### src/rtl/tflag_alu_pkg.sv
package tflag_alu_pkg;

  localparam int CLS_W = 4;
  localparam int FN_W  = 4;

  localparam logic [CLS_W-1:0] CLS_ARITH = 4'h3;
  localparam logic [CLS_W-1:0] CLS_UNARY = 4'h6;

  localparam logic [FN_W-1:0] FN_SUB  = 4'h8;
  localparam logic [FN_W-1:0] FN_SUBC = 4'hA;
  localparam logic [FN_W-1:0] FN_SUBV = 4'hB;
  localparam logic [FN_W-1:0] FN_NEGC = 4'hA;
  localparam logic [FN_W-1:0] FN_NEG  = 4'hB;
  localparam logic [FN_W-1:0] FN_NOT  = 4'h7;
  localparam logic [FN_W-1:0] FN_SWAP = 4'h8;

  typedef enum logic [1:0] {
    RES_DIFF = 2'd0,
    RES_INV  = 2'd1,
    RES_SWAP = 2'd2,
    RES_PASS = 2'd3
  } resSel_e;

  typedef enum logic [1:0] {
    T_KEEP   = 2'd0,
    T_BORROW = 2'd1,
    T_OVF    = 2'd2
  } tSel_e;

  typedef struct packed {
    logic    zeroA;
    logic    useT;
    resSel_e resSel;
    tSel_e   tSel;
    logic    illegal;
  } ctrlStrobe_t;

endpackage

### src/rtl/tflag_alu_ctrl.sv
module tflag_alu_ctrl
  import tflag_alu_pkg::*;
#(
  parameter int OPC_W = 16
) (
  input  logic [OPC_W-1:0] opcode,
  output ctrlStrobe_t      strobe
);

  logic [CLS_W-1:0] cls;
  logic [FN_W-1:0]  fn;

  assign cls = opcode[OPC_W-1 -: CLS_W];
  assign fn  = opcode[FN_W-1:0];

  always_comb begin
    strobe = '{zeroA: 1'b0, useT: 1'b0, resSel: RES_PASS, tSel: T_KEEP, illegal: 1'b1};
    unique case (cls)
      CLS_ARITH: begin
        unique case (fn)
          FN_SUB:  strobe = '{zeroA: 1'b0, useT: 1'b0, resSel: RES_DIFF, tSel: T_KEEP,   illegal: 1'b0};
          FN_SUBC: strobe = '{zeroA: 1'b0, useT: 1'b1, resSel: RES_DIFF, tSel: T_BORROW, illegal: 1'b0};
          FN_SUBV: strobe = '{zeroA: 1'b0, useT: 1'b0, resSel: RES_DIFF, tSel: T_OVF,    illegal: 1'b0};
          default: ;
        endcase
      end
      CLS_UNARY: begin
        unique case (fn)
          FN_NEGC: strobe = '{zeroA: 1'b1, useT: 1'b1, resSel: RES_DIFF, tSel: T_BORROW, illegal: 1'b0};
          FN_NEG:  strobe = '{zeroA: 1'b1, useT: 1'b0, resSel: RES_DIFF, tSel: T_KEEP,   illegal: 1'b0};
          FN_NOT:  strobe = '{zeroA: 1'b0, useT: 1'b0, resSel: RES_INV,  tSel: T_KEEP,   illegal: 1'b0};
          FN_SWAP: strobe = '{zeroA: 1'b0, useT: 1'b0, resSel: RES_SWAP, tSel: T_KEEP,   illegal: 1'b0};
          default: ;
        endcase
      end
      default: ;
    endcase
  end

endmodule

### src/rtl/tflag_alu_dp.sv
module tflag_alu_dp
  import tflag_alu_pkg::*;
#(
  parameter int DATA_W = 32
) (
  input  logic              clk,
  input  logic              rst_n,
  input  logic              inValid,
  input  ctrlStrobe_t       strobe,
  input  logic [DATA_W-1:0] rmIn,
  input  logic [DATA_W-1:0] rnIn,
  input  logic              tIn,
  output logic              outValid,
  output logic [DATA_W-1:0] rnOut,
  output logic              tOut,
  output logic              illegal
);

  localparam int BYTE_W = 8;
  localparam int HALF_W = 2 * BYTE_W;

  logic [DATA_W-1:0] opA;
  logic [DATA_W:0]   wideDiff;
  logic [DATA_W-1:0] diff;
  logic              borrowOut;
  logic              overflow;
  logic [DATA_W-1:0] swapped;
  logic [DATA_W-1:0] nextRes;
  logic              nextT;

  assign opA = strobe.zeroA ? '0 : rnIn;

  // One 33-bit subtract; the incoming T acts as a second borrow for the chained forms.
  assign wideDiff  = {1'b0, opA} - {1'b0, rmIn} - (DATA_W+1)'(strobe.useT & tIn);
  assign diff      = wideDiff[DATA_W-1:0];
  assign borrowOut = wideDiff[DATA_W];
  assign overflow  = ((rnIn[DATA_W-1] ^ rmIn[DATA_W-1]) & (diff[DATA_W-1] ^ rnIn[DATA_W-1]));

  generate
    if (DATA_W > HALF_W) begin : g_wideSwap
      assign swapped = {rmIn[DATA_W-1:HALF_W], rmIn[BYTE_W-1:0], rmIn[HALF_W-1:BYTE_W]};
    end else begin : g_narrowSwap
      assign swapped = {rmIn[BYTE_W-1:0], rmIn[HALF_W-1:BYTE_W]};
    end
  endgenerate

  always_comb begin
    unique case (strobe.resSel)
      RES_DIFF: nextRes = diff;
      RES_INV:  nextRes = ~rmIn;
      RES_SWAP: nextRes = swapped;
      default:  nextRes = rnIn;
    endcase
  end

  always_comb begin
    unique case (strobe.tSel)
      T_BORROW: nextT = borrowOut;
      T_OVF:    nextT = overflow;
      default:  nextT = tIn;
    endcase
  end

  always_ff @(posedge clk) begin
    if (!rst_n) begin
      outValid <= 1'b0;
      rnOut    <= '0;
      tOut     <= 1'b0;
      illegal  <= 1'b0;
    end else begin
      outValid <= inValid;
      if (inValid) begin
        rnOut   <= nextRes;
        tOut    <= nextT;
        illegal <= strobe.illegal;
      end
    end
  end

endmodule

### src/rtl/tflag_alu.sv
module tflag_alu
  import tflag_alu_pkg::*;
#(
  parameter int DATA_W = 32,
  parameter int OPC_W  = 16
) (
  input  logic              clk,
  input  logic              rst_n,
  input  logic              inValid,
  input  logic [OPC_W-1:0]  opcode,
  input  logic [DATA_W-1:0] rmIn,
  input  logic [DATA_W-1:0] rnIn,
  input  logic              tIn,
  output logic              outValid,
  output logic [DATA_W-1:0] rnOut,
  output logic              tOut,
  output logic              illegal
);

  ctrlStrobe_t strobe;

  tflag_alu_ctrl #(.OPC_W(OPC_W)) u_ctrl (
    .opcode (opcode),
    .strobe (strobe)
  );

  tflag_alu_dp #(.DATA_W(DATA_W)) u_dp (
    .clk      (clk),
    .rst_n    (rst_n),
    .inValid  (inValid),
    .strobe   (strobe),
    .rmIn     (rmIn),
    .rnIn     (rnIn),
    .tIn      (tIn),
    .outValid (outValid),
    .rnOut    (rnOut),
    .tOut     (tOut),
    .illegal  (illegal)
  );

endmodule

### config.mk
export PLATFORM = sky130hd
export DESIGN_NAME = tflag_alu
export DESIGN_NICKNAME = d
export VERILOG_FILES = /design/src/rtl/tflag_alu_pkg.sv /design/src/rtl/tflag_alu_ctrl.sv /design/src/rtl/tflag_alu_dp.sv /design/src/rtl/tflag_alu.sv
export SDC_FILE = /design/constraint.sdc
export NUM_CORES = 1
export LEC_CHECK = 0
export BUFFER_PORTS_ARGS = -buffer_cell sky130_fd_sc_hd__buf_4
export CAP_MARGIN = 25
export CORE_ASPECT_RATIO = 1.1
export CORE_MARGIN = 2
export CORE_UTILIZATION = 35
export CTS_CLUSTER_DIAMETER = 150
export CTS_CLUSTER_SIZE = 10
export DETAILED_ROUTE_END_ITERATION = 12
export SLEW_MARGIN = 20
export SYNTH_ARGS = -nofsm -noshare
export SYNTH_HDL_FRONTEND = slang
export SYNTH_SLANG_ARGS = --single-unit
### constraint.sdc
create_clock -name clk -period 6.9 [get_ports clk]
set_input_delay 1.035 -clock clk [delete_from_list [all_inputs] [get_ports clk]]
set_output_delay 1.035 -clock clk [all_outputs]
set_load 0.01 [all_outputs]
# After elaboration in Yosys (flattened, before gate mapping)

Cells that the tools add are included.

Register bits: 35
Input port bits: 84

$add $sub $neg: 2
Equality and inequality tests: 10
Muxes and demuxes: 6
Bitwise gates (word level): 5
Reductions and logical operators: 1

Operators by type and width:

| kind                 | count |
|---|---|
| $pmux W32 S3         | 1 |
| $sub A32 B32 Y33     | 1 |
| $sub A33 B33 Y33     | 1 |
| $mux W32             | 1 |
| $not A32 Y32         | 1 |
| $pmux W7 S4          | 1 |
| $pmux W6 S3          | 1 |
| $pmux W7 S2          | 1 |
| $eq A4 B4 Y1 const B | 3 |
| $eq A4 B3 Y1 const B | 2 |
| $eq A2 B1 Y1 const B | 2 |
| $eq A2 B2 Y1 const B | 2 |
| $eq A4 B2 Y1 const B | 1 |
| $and A1 B1 Y1        | 2 |
| $logic_not A2 Y1     | 1 |
| $pmux W1 S2          | 1 |
| $xor A1 B1 Y1        | 2 |

# Depth between registers and ports, before layout

Depth in word-level cells: 9
Gate-level depth with buffers: 16
Gate-level depth less buffers: 15

# Modules after synthesis

Synthesis repeated with hierarchy kept, for this count alone.

Cells, all modules: 630
Area, all modules: 4850.9 um^2

Modules (own cells, without submodules):

| module         | times used | cells each | area an instance (um^2) | sequential area each (um^2) |
|---|---|---|---|---|
| tflag_alu_dp   | 1          | 613        | 4724.5                  | 700.7 |
| tflag_alu_ctrl | 1          | 17         | 126.4                   | 0.0 |

# Worst setup path after synthesis

OpenSTA, ideal clock, no wires.

Kind: input to register
Start: input port opcode[2]
End: register u_dp.tOut
Setup time: 0.127 ns
Arrival: 4.172 ns
Data required time: 6.773 ns
Setup slack: 2.601 ns
Stages on the path: 16
Cells stage by stage: and4bb_2 nand3_1 clkbuf_1 nand2_1 ha_1 inv_1 ha_1 buf_6 a21o_1 a2111o_1 o221ai_2 a21oi_2 nor3_4 o21ai_1 a221o_1 or3_1

Longest elaborated chain between the ends: 9
Elaborated cells between the ends (all ways): 16
Those cells by class: 2 x add/sub; 6 x eq/ne; 5 x mux; 3 x bitwise

RTL lines:

| what                                         | RTL line                                   | text |
|---|---|---|
| start, declared                              | tflag_alu.sv:10                            | `input logic [OPC_W-1:0] opcode,` |
| $eq A4 B4 Y1 or $eq A4 B3 Y1 (tied branches) | tflag_alu_ctrl.sv:20, tflag_alu_ctrl.sv:28 |  |
| $pmux W7 S4                                  | tflag_alu_ctrl.sv:28                       | `unique case (fn)` |
| $pmux W7 S2 (*)                              | tflag_alu_ctrl.sv:18                       | `unique case (cls)` |
| $mux W32                                     | tflag_alu_dp.sv:31                         | `assign opA = strobe.zeroA ? '0 : rnIn;` |
| $sub A32 B32 Y33                             | tflag_alu_dp.sv:34                         | `assign wideDiff = {1'b0, opA} - {1'b0, rmIn} - (DATA_W+1)'(strobe.useT & tIn);` |
| $sub A33 B33 Y33                             | tflag_alu_dp.sv:34                         |  |
| $xor A1 B1 Y1                                | tflag_alu_dp.sv:37                         | `assign overflow = ((rnIn[DATA_W-1] ^ rmIn[DATA_W-1]) & (diff[DATA_W-1] ^ rnIn[DATA_W-1]));` |
| $and A1 B1 Y1                                | tflag_alu_dp.sv:37                         |  |
| $pmux W1 S2 (*)                              | tflag_alu_dp.sv:57                         | `unique case (strobe.tSel)` |
| end signal, assigned                         | tflag_alu_dp.sv:74                         | `tOut <= nextT;` |
| end, declared                                | tflag_alu_dp.sv:15                         | `output logic tOut,` |

Every way passes the cells marked *; elsewhere a longest branch is shown, timed or not.
A chain may end at the register's enable or synchronous reset.

# Worst setup path in the final report

Same ends and word-level chain as after synthesis.

==> flow_summary.yaml <==
clocking:
  clkLatencyLatePin_ns: 0.30
  cts_hold_repair.buffers: 0
  htree_levels: 2
  cts.repair.resized: 0
  cts.sinks: 35
  post_cts_buffers: 0
  cts_tree: "done"
  root_buffer: "clkbuf_16"
  cts_buffers: 5
  cts.clk_slew.worst_paths_ns: 0.07
  clockBufferDepth: 2
die:
  core_um2: 13300
  initial_utilization_pct: 36.1
  rows: 44
  io_pins: 119
  dieArea_um2: 14700
  die_w_um: 116
  die_y_um: 127
grt:
  grtUsageTotal_pct: 21.8
  first_global_vias: 5135
  grt.met3_usage_pct: 4.11
  grt_overflow: 0
  use_met2_pct: 37.8
  gr-usage-met1_pct: 27.0
  antenna_found_initial: 0
  busiest_layer: "met2"
  grt_max_degree: 49
  grt_pass1_wl_um: 25400
sta:
  min_period_ns: 5.16
  fmax_mhz: 194
  slew_violations: 0
  worst_clock_skew_ns: 0
  post-route-period-util_pct: 74.8
  slew-limit-headroom_pct: 32.2
  worstMarginPinSlew_ns: 1.01
  rsz0062_at_grt: "false"
  setup_violations: 0
  hold_violations: 0
  setup_ws_ns: 1.74
  setup_tns_ns: 0
setup_path:
  startpoint_type: "primary input"
  critPathMaxStageDelay_ns: 0.73
  cp-end-kind: "flip-flop"
  critical_path_buf_inv_count: 1
  crit_chain: "buf_4 > and4bb_2 > nand3_1 > and2_1 > fa_1 > ha_1 > nand2b_1 > a31oi_1 > a41oi_4 > a41oi_4 > o21ai_2 > mux2i_1 > a2111oi_0 > or3_1"
  slowest_stage: "nand3_1"
  required_ns: 7.09
  critical_path_arrival_ns: 5.35
  cp_top_family: "simple AND/OR/NAND/NOR gates"
  worst-path-max-fanout: 21
  path_class: "in -> reg"
  r2r_slack_ns: 5.70
  crit_top_cell: "a41oi_4"
yosys:
  async_flop_share_pct: 0
  syn_avg_cell_area_um2: 7.01
  seq_area_frac_synth_pct: 14.6
  synth_cell_type_count: 71
  synth_cells: 686
  synth_edf_count: 0
  yosys-top-cells-count: "nand2_1, inv_1, ha_1"
  synth_most_common_cell: "nand2_1"
  synth.largest_area_cell: "ha_1"
  synth_area_leaders: "ha_1, dfxtp_1, nand2_1"
  synth_area_um2: 4810
  yosysTopAreaCellShare_pct: 16.1
  syn_nets: 834
  synth-seq-cells: 35
  synth_ff_type: "dfxtp_1"
  yosysWarnings: 0
routing:
  totalWireLength_um: 16400
  ant_nets: 0
  drtIter0Drc: 334
  route.detailed.drc: 0
  vias: 5389
  dr.pass1.iters: 5
  vias_per_cell: 5.56
  wl_per_cell_um: 17.0
layout:
  post-route-util_pct: 44.8
  area_growth_pct: 24.1
  diodes: 0
  final_area_um2: 5960
  fillers: 1405
  nets: 932
  final_cell_count_no_fill: 969
  drive_gt1_share_pct: 18.2
placement:
  routabilityCongestion: 0.902
  hpwl_um: 12500
  place_ws_ns: 1.46
  dp_cells: 961
  postPlaceCellArea_um2: 5820
  numPortBuffers: 110
pwr:
  power_density_nw_per_um2: 151
  seqPwrFrac_pct: 24.7
  p_clk_share_pct: 26.4
  switching_share_pct: 40.0
  switching_power_uw: 361
  p_comb_share_pct: 48.9
  ir_worst_vdd_mv: 0.0796
  p_leak_nw: 2.75
  p_int_uw: 541
job:
  drv_cap: 0
outcome:
  outcome: "completed"
worst_hold_path:
  hp-class: "reg -> reg"
-- cell usage in the layout, fill, tap and decap left out, types with 3 or more instances in the layout --
cell type / n
o221ai_1: 7
a22oi_1: 3
or3_1: 8
o22a_1: 3
a31oi_1: 11
o211ai_1: 17
nand3b_1: 4
nand3_1: 9
o22ai_1: 5
and2_1: 6
buf_4: 118
clkbuf_16: 5
o21ai_0: 61
nor3b_1: 3
dfxtp_1: 35
a221oi_1: 5
nor2_1: 35
xor2_1: 10
nand2b_1: 23
a21boi_1: 3
and3_1: 6
o21ai_1: 5
nand2_1: 89
o21a_1: 5
a21oi_1: 55
xnor2_1: 12
nand4_1: 4
ha_1: 62
a21boi_0: 8
inv_1: 77
o2111ai_1: 4
a21o_1: 10
nor3_1: 15
a211oi_1: 7
-- worst min-delay path: cells and delay by family (launching register included) --
family	cells	cell delay [ns]
flip-flops	1	0.31
AND/OR/NAND/NOR	2	0.09
-- final timing paths --
| check | startpoint | end | depth (start not counted) |
|---|---|---|---|
| worst max-delay path | opcode[2] | u_dp.tOut | 14 |
| worst min register to register | u_dp.rnOut[3] | u_dp.rnOut[3] | 2 |
| worst min-delay path | u_dp.rnOut[3] | u_dp.rnOut[3] | 2 |
| worst max register to register | u_dp.tOut | u_dp.tOut | 4 |
-- stage by stage --
stage | total power, mW | hold WS, ns
after detailed placement | 0.663 | 0.439
after global placement | 0.654 | 0.437
after global routing | 0.961 | 0.480
after floorplan | 0.523 | 0.463
after CTS | 0.906 | 0.453
final | 0.903 | 0.450
-- logic make-up (layout without fill, tap and decap cells) --
kind of cell	Yosys count	in the layout	synth area share, %
mux	2	2	0.416
fa+ha+maj	64	64	17.0
xor+xnor	22	22	4.01
flops	35	35	14.6
compound gates	237	237	32.9
simple gates	220	220	22.6
buf+inv	106	205	8.51
-- power by group through the flow --
stage | Sequential (mW) | Combinational [mW] | Clock (mW)
4_1_cts | 0.223 | 0.439 | 0.244
2_1_floorplan | 0.232 | 0.290 | 0
3_3_place_gp | 0.227 | 0.427 | 0
3_5_place_dp | 0.227 | 0.435 | 0
6_report | 0.223 | 0.442 | 0.238
5_1_grt | 0.224 | 0.489 | 0.248
-- layout make-up --
cell class	count	area [um2]	share of cell area, %
multi-input combinational	545	3700	62.0
timing repair buffer	119	901	15.1
sequential	35	701	11.7
inverter	78	293	4.91
tap	184	230	3.86
clock buffer	6	129	2.16
clock inverter	2	12.5	0.210
-- sequential cells by signal (all words and copies together), names as in the netlist --
name and count:
u_dp.illegal 1, u_dp.tOut 1, u_dp.rnOut 32, u_dp.outValid 1
-- layer usage --
| layer | vias up | part of all wire, % |
|---|---|---|
| met1 | 2486 | 43 |
| met2 | 217 | 47 |
| met3 | 22 | 7.3 |
| met5 | - | 0 |
| li1 | 2664 | - |
| met4 | 0 | 2.3 |
Power figures use the tool's default switching activity.
